File: src/rtl/trip_xbar_pkg.sv
`timescale 1ns/1ps
package trip_xbar_pkg;

  localparam int unsigned DEF_GROUPS = 32;
  localparam int unsigned DEF_CANDS  = 4;

  // Default map of unconnected candidate positions, bit 4*g+c.
  function automatic logic [DEF_GROUPS*DEF_CANDS-1:0] hole_map_build();
    logic [DEF_GROUPS*DEF_CANDS-1:0] m;
    m = '0;
    for (int g = 16; g < 32; g++) begin
      if ((g % 2) == 0 || g == 31) m[g*4+2] = 1'b1;
      if ((g >= 20 && g <= 24) || g == 26 || g == 28 || g == 30) m[g*4+3] = 1'b1;
    end
    return m;
  endfunction

  localparam logic [DEF_GROUPS*DEF_CANDS-1:0] HOLE_MAP_DEFAULT = hole_map_build();

endpackage

File: src/rtl/trip_xbar_rst_sync.sv
`timescale 1ns/1ps
module trip_xbar_rst_sync (
  input  logic clk,
  input  logic rst_n,
  output logic rst_core_n
);
  logic [1:0] stage_q;
  logic [1:0] stage_d;

  always_comb begin
    stage_d = {stage_q[0], 1'b1};
  end

  always_ff @(posedge clk or negedge rst_n) begin
    if (!rst_n) stage_q <= '0;
    else        stage_q <= stage_d;
  end

  assign rst_core_n = stage_q[1];
endmodule

File: src/rtl/trip_xbar_regs.sv
`timescale 1ns/1ps
module trip_xbar_regs #(
  parameter int unsigned N_OUT  = 8,
  parameter int unsigned N_GRP  = 32,
  parameter int unsigned SEL_W  = 2,
  parameter int unsigned DATA_W = 32,
  parameter int unsigned ADDR_W = 6
) (
  input  logic                          clk,
  input  logic                          rst_n,
  input  logic                          wr_en,
  input  logic [ADDR_W-1:0]             wr_addr,
  input  logic [DATA_W-1:0]             wr_data,
  output logic [N_OUT*N_GRP*SEL_W-1:0]  sel_flat,
  output logic [N_OUT*N_GRP-1:0]        en_flat,
  output logic [N_OUT-1:0]              inv_q
);
  localparam int unsigned GRP_PER_REG = DATA_W / SEL_W;
  localparam int unsigned SEL_REGS    = N_GRP / GRP_PER_REG;
  localparam int unsigned SLOT_W      = $clog2(SEL_REGS + 1);
  localparam int unsigned EN_SLOT     = SEL_REGS;
  localparam logic [ADDR_W-1:0] INV_ADDR = ADDR_W'(N_OUT << SLOT_W);

  for (genvar o = 0; o < N_OUT; o++) begin : g_out
    for (genvar r = 0; r < SEL_REGS; r++) begin : g_sel
      logic              hit;
      logic [DATA_W-1:0] sel_q;
      logic [DATA_W-1:0] sel_d;

      assign hit = wr_en && (wr_addr == ADDR_W'((o << SLOT_W) + r));

      always_comb begin
        sel_d = sel_q;
        if (hit) sel_d = wr_data;
      end

      always_ff @(posedge clk or negedge rst_n) begin
        if (!rst_n)   sel_q <= '0;
        else if (hit) sel_q <= sel_d;
      end

      assign sel_flat[o*N_GRP*SEL_W + r*DATA_W +: DATA_W] = sel_q;
    end

    logic             en_hit;
    logic [N_GRP-1:0] en_q;
    logic [N_GRP-1:0] en_d;

    assign en_hit = wr_en && (wr_addr == ADDR_W'((o << SLOT_W) + EN_SLOT));

    always_comb begin
      en_d = en_q;
      if (en_hit) en_d = wr_data[N_GRP-1:0];
    end

    always_ff @(posedge clk or negedge rst_n) begin
      if (!rst_n)      en_q <= '0;
      else if (en_hit) en_q <= en_d;
    end

    assign en_flat[o*N_GRP +: N_GRP] = en_q;
  end

  logic             inv_hit;
  logic [N_OUT-1:0] inv_d;

  assign inv_hit = wr_en && (wr_addr == INV_ADDR);

  always_comb begin
    inv_d = inv_q;
    if (inv_hit) inv_d = wr_data[N_OUT-1:0];
  end

  always_ff @(posedge clk or negedge rst_n) begin
    if (!rst_n)       inv_q <= '0;
    else if (inv_hit) inv_q <= inv_d;
  end

  logic unused_wr_hi;
  assign unused_wr_hi = ^wr_data[DATA_W-1:N_OUT];
endmodule

File: src/rtl/trip_xbar_pick.sv
`timescale 1ns/1ps
module trip_xbar_pick #(
  parameter int unsigned N_CAND = 4,
  parameter int unsigned SEL_W  = 2,
  parameter logic [N_CAND-1:0] HOLE = '0
) (
  input  logic [N_CAND-1:0] cand,
  input  logic [SEL_W-1:0]  sel,
  output logic              pick
);
  logic [N_CAND-1:0] live;

  assign live = cand & ~HOLE;

  always_comb begin
    pick = 1'b0;
    for (int c = 0; c < N_CAND; c++) begin
      if (sel == SEL_W'(c)) pick = live[c];
    end
  end
endmodule

File: src/rtl/trip_xbar_lane.sv
`timescale 1ns/1ps
module trip_xbar_lane #(
  parameter int unsigned N_GRP  = 32,
  parameter int unsigned N_CAND = 4,
  parameter int unsigned SEL_W  = 2,
  parameter logic [N_GRP*N_CAND-1:0] HOLES = '0
) (
  input  logic [N_GRP*N_CAND-1:0] pool,
  input  logic [N_GRP*SEL_W-1:0]  sel_vec,
  input  logic [N_GRP-1:0]        grp_en,
  input  logic                    invert,
  output logic                    trip
);
  logic [N_GRP-1:0] picked;
  logic             any_evt;

  for (genvar g = 0; g < N_GRP; g++) begin : g_grp
    trip_xbar_pick #(
      .N_CAND (N_CAND),
      .SEL_W  (SEL_W),
      .HOLE   (HOLES[g*N_CAND +: N_CAND])
    ) u_pick (
      .cand (pool[g*N_CAND +: N_CAND]),
      .sel  (sel_vec[g*SEL_W +: SEL_W]),
      .pick (picked[g])
    );
  end

  assign any_evt = |(picked & grp_en);
  assign trip    = any_evt ^ invert;
endmodule

File: src/rtl/trip_route_xbar.sv
`timescale 1ns/1ps
module trip_route_xbar #(
  parameter int unsigned N_OUT  = 8,
  parameter int unsigned N_GRP  = 32,
  parameter int unsigned N_CAND = 4,
  parameter int unsigned DATA_W = 32,
  parameter int unsigned ADDR_W = 6,
  parameter logic [N_GRP*N_CAND-1:0] RSV_MASK =
    (N_GRP*N_CAND)'(trip_xbar_pkg::HOLE_MAP_DEFAULT)
) (
  input  logic                     clk,
  input  logic                     rst_n,
  input  logic                     cfg_we,
  input  logic [ADDR_W-1:0]        cfg_addr,
  input  logic [DATA_W-1:0]        cfg_wdata,
  input  logic [N_GRP*N_CAND-1:0]  evt_pool,
  output logic [N_OUT-1:0]         trip_out
);
  localparam int unsigned SEL_W = $clog2(N_CAND);

  logic                         rst_core_n;
  logic [N_OUT*N_GRP*SEL_W-1:0] sel_flat;
  logic [N_OUT*N_GRP-1:0]       en_flat;
  logic [N_OUT-1:0]             inv_q;

  trip_xbar_rst_sync u_rst (
    .clk        (clk),
    .rst_n      (rst_n),
    .rst_core_n (rst_core_n)
  );

  trip_xbar_regs #(
    .N_OUT  (N_OUT),
    .N_GRP  (N_GRP),
    .SEL_W  (SEL_W),
    .DATA_W (DATA_W),
    .ADDR_W (ADDR_W)
  ) u_regs (
    .clk      (clk),
    .rst_n    (rst_core_n),
    .wr_en    (cfg_we),
    .wr_addr  (cfg_addr),
    .wr_data  (cfg_wdata),
    .sel_flat (sel_flat),
    .en_flat  (en_flat),
    .inv_q    (inv_q)
  );

  for (genvar o = 0; o < N_OUT; o++) begin : g_lane
    trip_xbar_lane #(
      .N_GRP  (N_GRP),
      .N_CAND (N_CAND),
      .SEL_W  (SEL_W),
      .HOLES  (RSV_MASK)
    ) u_lane (
      .pool    (evt_pool),
      .sel_vec (sel_flat[o*N_GRP*SEL_W +: N_GRP*SEL_W]),
      .grp_en  (en_flat[o*N_GRP +: N_GRP]),
      .invert  (inv_q[o]),
      .trip    (trip_out[o])
    );
  end
endmodule

File: config.mk
export PLATFORM = sky130hd
export DESIGN_NAME = trip_route_xbar
export DESIGN_NICKNAME = d
export VERILOG_FILES = /design/src/rtl/trip_xbar_pkg.sv /design/src/rtl/trip_xbar_rst_sync.sv /design/src/rtl/trip_xbar_regs.sv /design/src/rtl/trip_xbar_pick.sv /design/src/rtl/trip_xbar_lane.sv /design/src/rtl/trip_route_xbar.sv
export SDC_FILE = /design/constraint.sdc
export NUM_CORES = 1
export LEC_CHECK = 0
export BUFFER_PORTS_ARGS = -buffer_cell sky130_fd_sc_hd__buf_2
export CAP_MARGIN = 5
export CELL_PAD_IN_SITES_DETAIL_PLACEMENT = 0
export CELL_PAD_IN_SITES_GLOBAL_PLACEMENT = 1
export CORE_ASPECT_RATIO = 0.7
export CORE_MARGIN = 2
export CORE_UTILIZATION = 39
export DETAILED_ROUTE_END_ITERATION = 12
export GPL_TIMING_DRIVEN = 0
export HOLD_SLACK_MARGIN = 0.15
export PLACE_DENSITY = 0.68
export SLEW_MARGIN = 10
export SYNTH_ARGS = -nofsm -noshare
export SYNTH_HDL_FRONTEND = slang
export SYNTH_SLANG_ARGS = --single-unit
File: constraint.sdc
create_clock -name clk -period 25.7 [get_ports clk]
set_input_delay 5.14 -clock clk [delete_from_list [all_inputs] [get_ports clk]]
set_output_delay 5.14 -clock clk [all_outputs]
set_load 0.005 [all_outputs]
==> impl_metrics.yaml <==
logic_synthesis:
  synth_fp_nets: 3087
  synth_edf_count: 0
  ys_seq_elements: 778
  postSynthAreaPerCell_um2: 12.9
  synth_top_area_cell: "dfrtp_1"
  yosysWarningCount: 0
  seq_area_frac_synth: 0.517
  yosys-top-cells-count: "dfrtp_1, mux2_2, mux2i_1"
  synth.most_common_cell: "dfrtp_1"
  netlist.area_leader.share: 0.517
  synth_async_sr_flop_share: 1.00
  synthesis.area_um2: 37600
  synth_cells: 2918
  yosysUniqueCellTypes: 46
  synth_area_leaders: "dfrtp_1, mux2_2, mux2i_1"
  ys_dominant_reg_cell: "dfrtp_1"
grt:
  grtUsageMet2: 0.437
  met3_usage: 0.114
  grt_use_total: 0.317
  busiest_layer: "met1"
  grt_pass1_vias: 27020
  grt_pass1_wl_um: 217000
  grt_overflow: 0
  grtUsageMet1: 0.470
  antenna_found_initial: 35
  grt_start_max_net_pins: 65
sta:
  rsz0062_at_grt: "false"
  finalCritPeriodShare: 0.521
  finalSetupViolations: 0
  worst_slew_pin_slew_ns: 1.40
  fin_setup_tns_ns: 0
  fmax_mhz: 74.6
  max_slew_margin: 0.0658
  period_needed_ns: 13.40
  drv_slew: 0
  setup_ws_ns: 12.30
  hold_viol: 0
  clock_skew_ns: 0.0183
run:
  maxCapViolations: 0
pwr:
  totalPowerFinal_mw: 3.33
  powerDensity_nw_per_um2: 77.7
  ir_drop_v: 0.0000555
  total_leakage_power_nw: 19.0
clock_tree:
  cts_sinks: 778
  htree_levels: 3
  clock-root-buffer: "clkbuf_16"
  cts.path.max_buffers: 3
  clkLatencyLatePin_ns: 0.68
  cts_hold_buf: 0
  cts_inserted_buffers: 82
  post_cts_buffers: 0
  path_clk_slew_ns: 0.06
  cts_tree: "done"
  cts_resized: 0
status:
  status: "finished clean"
setup_path:
  end_kind: "output port"
  worstPathRequired_ns: 20.56
  cpPeakStageDelay_ns: 1.13
  path_cells: "clkbuf_1 -> mux2i_1 -> o21ai_0 -> a22oi_1 -> nand3_1 -> nor4_1 -> xnor2_1 -> buf_4 -> buf_2"
  cp_slowest_cell: "nor4_1"
  reg2reg_from: "u_rst.stage_q[1]"
  crit_type: "primary input to output port"
  worstSetupStartpointType: "primary input"
  r2r_slack_ns: 23.65
  cp_max_fo: 8
  critPathBufInv: 3
  r2r_cells: 4
  critPathTopFamily: "simple AND/OR/NAND/NOR gates"
  worstReg2RegEnd: "u_regs.g_out[3].g_sel[1].sel_q[9]"
  arrival_ns: 8.26
die:
  die_x_um: 375
  die_h_um: 264
  initial_core_util: 0.393
  core_area_um2: 95800
  dieArea_um2: 99000
  pin_count: 177
  rows: 95
placed_design:
  port_buffers: 92
  dp_slack_ns: 12.43
  place_hpwl_um: 122000
  gp_congestion: 0.988
detailed_routing:
  dr.pass1.iters: 5
  ant_nets: 0
  drc: 0
  drt_wl_total_um: 158000
  vias: 27153
  drt_iter0_drc: 3235
  avgViaCountPerCell: 6.11
  routedWlPerCell_um: 35.6
finish:
  n_fill_cell: 8724
  area_growth_pct: 13.9
  drive_gt1_frac: 0.346
  nNetsFinal: 3281
min_path:
  min_path_type: "flip-flop to async pin"
-- report_power, final --
group | internal, mW | switching (mW)
logic | 0.257 | 0.315
registers | 1.39 | 0.131
clock network | 0.710 | 0.528
-- layout make-up --
| class | count | area (um2) | share of cell area |
|---|---|---|---|
| antenna | 11 | 27.5 | 0.000642 |
| multi-input combinational | 1845 | 16900 | 0.395 |
| inverter | 72 | 270 | 0.00631 |
| clock buffer | 121 | 2450 | 0.0572 |
| timing repair buffer | 110 | 895 | 0.0209 |
| sequential | 778 | 19500 | 0.454 |
| buffer | 223 | 983 | 0.0229 |
| clock inverter | 24 | 259 | 0.00604 |
| tap | 1261 | 1580 | 0.0368 |
-- sequential cells by signal (all words and copies together) (netlist names) --
| signal | flops |
|---|---|
| u_regs.g_out.en_q | 256 |
| u_regs.g_out.g_sel.sel_q | 512 |
| u_regs.inv_q | 8 |
| u_rst.stage_q | 2 |
-- logic make-up (layout without fill, tap and decap cells) --
logic type                after synthesis  count (layout)  share of synthesized area
muxes                                1132            1132                      0.336
DFF                                   778             778                      0.517
and+or+nand+nor                       507             507                     0.0751
buffers and inverters                 295             550                     0.0332
AOI/OAI and AO/OA                     197             197                     0.0370
xor gates and xnor gates                8               8                    0.00186
other                                   1              12                  0.0000996
-- per-stage QoR --
stage / cell area (um2) / cells / hold WS (ns) / utilization
5_1_grt: 42800 / 4434 / 0.353 / 0.447
6_report: 42900 / 4445 / 0.314 / 0.447
3_3_place_gp: 39700 / 4271 / 0.337 / 0.414
2_1_floorplan: 37600 / 2918 / 0.331 / -
3_5_place_dp: 40100 / 4287 / 0.322 / 0.418
4_1_cts: 42800 / 4432 / 0.327 / 0.447
-- routing by layer --
metal / up-vias / part of all wire
li1: 11031 / -
met5: - / 0.0015
met3: 211 / 0.12
met2: 1330 / 0.41
met4: 20 / 0.020
met1: 14561 / 0.46
-- cells in the final DEF, fill, tap and decap left out, types with 28 or more instances in the layout --
| master | instances |
|---|---|
| buf_2 | 149 |
| clkbuf_1 | 151 |
| clkbuf_16 | 85 |
| dfrtp_1 | 777 |
| inv_1 | 72 |
| mux2_2 | 744 |
| mux2i_1 | 350 |
| mux4_2 | 28 |
| nand2_1 | 190 |
| nand3_1 | 33 |
| nor3_1 | 34 |
| nor3b_1 | 119 |
| nor4_1 | 30 |
| o21ai_0 | 54 |
| o22ai_1 | 35 |
| o32ai_1 | 72 |
-- worst max-delay path by stage --
stage	end	slack, ns	cells after the start	start
global placement	u_regs.g_out[5].g_sel[1].sel_q[3]	-6.35	0	u_rst.stage_q[1]
global route	trip_out[0]	12.22	9	evt_pool[73]
CTS	trip_out[0]	12.42	9	evt_pool[73]
detailed placement	trip_out[0]	12.43	9	evt_pool[73]
floorplan	u_regs.g_out[0].en_q[0]	2.41	0	u_rst.stage_q[1]
finish	trip_out[0]	12.30	9	evt_pool[73]
Note: power is estimated with default switching activity, not from simulation.
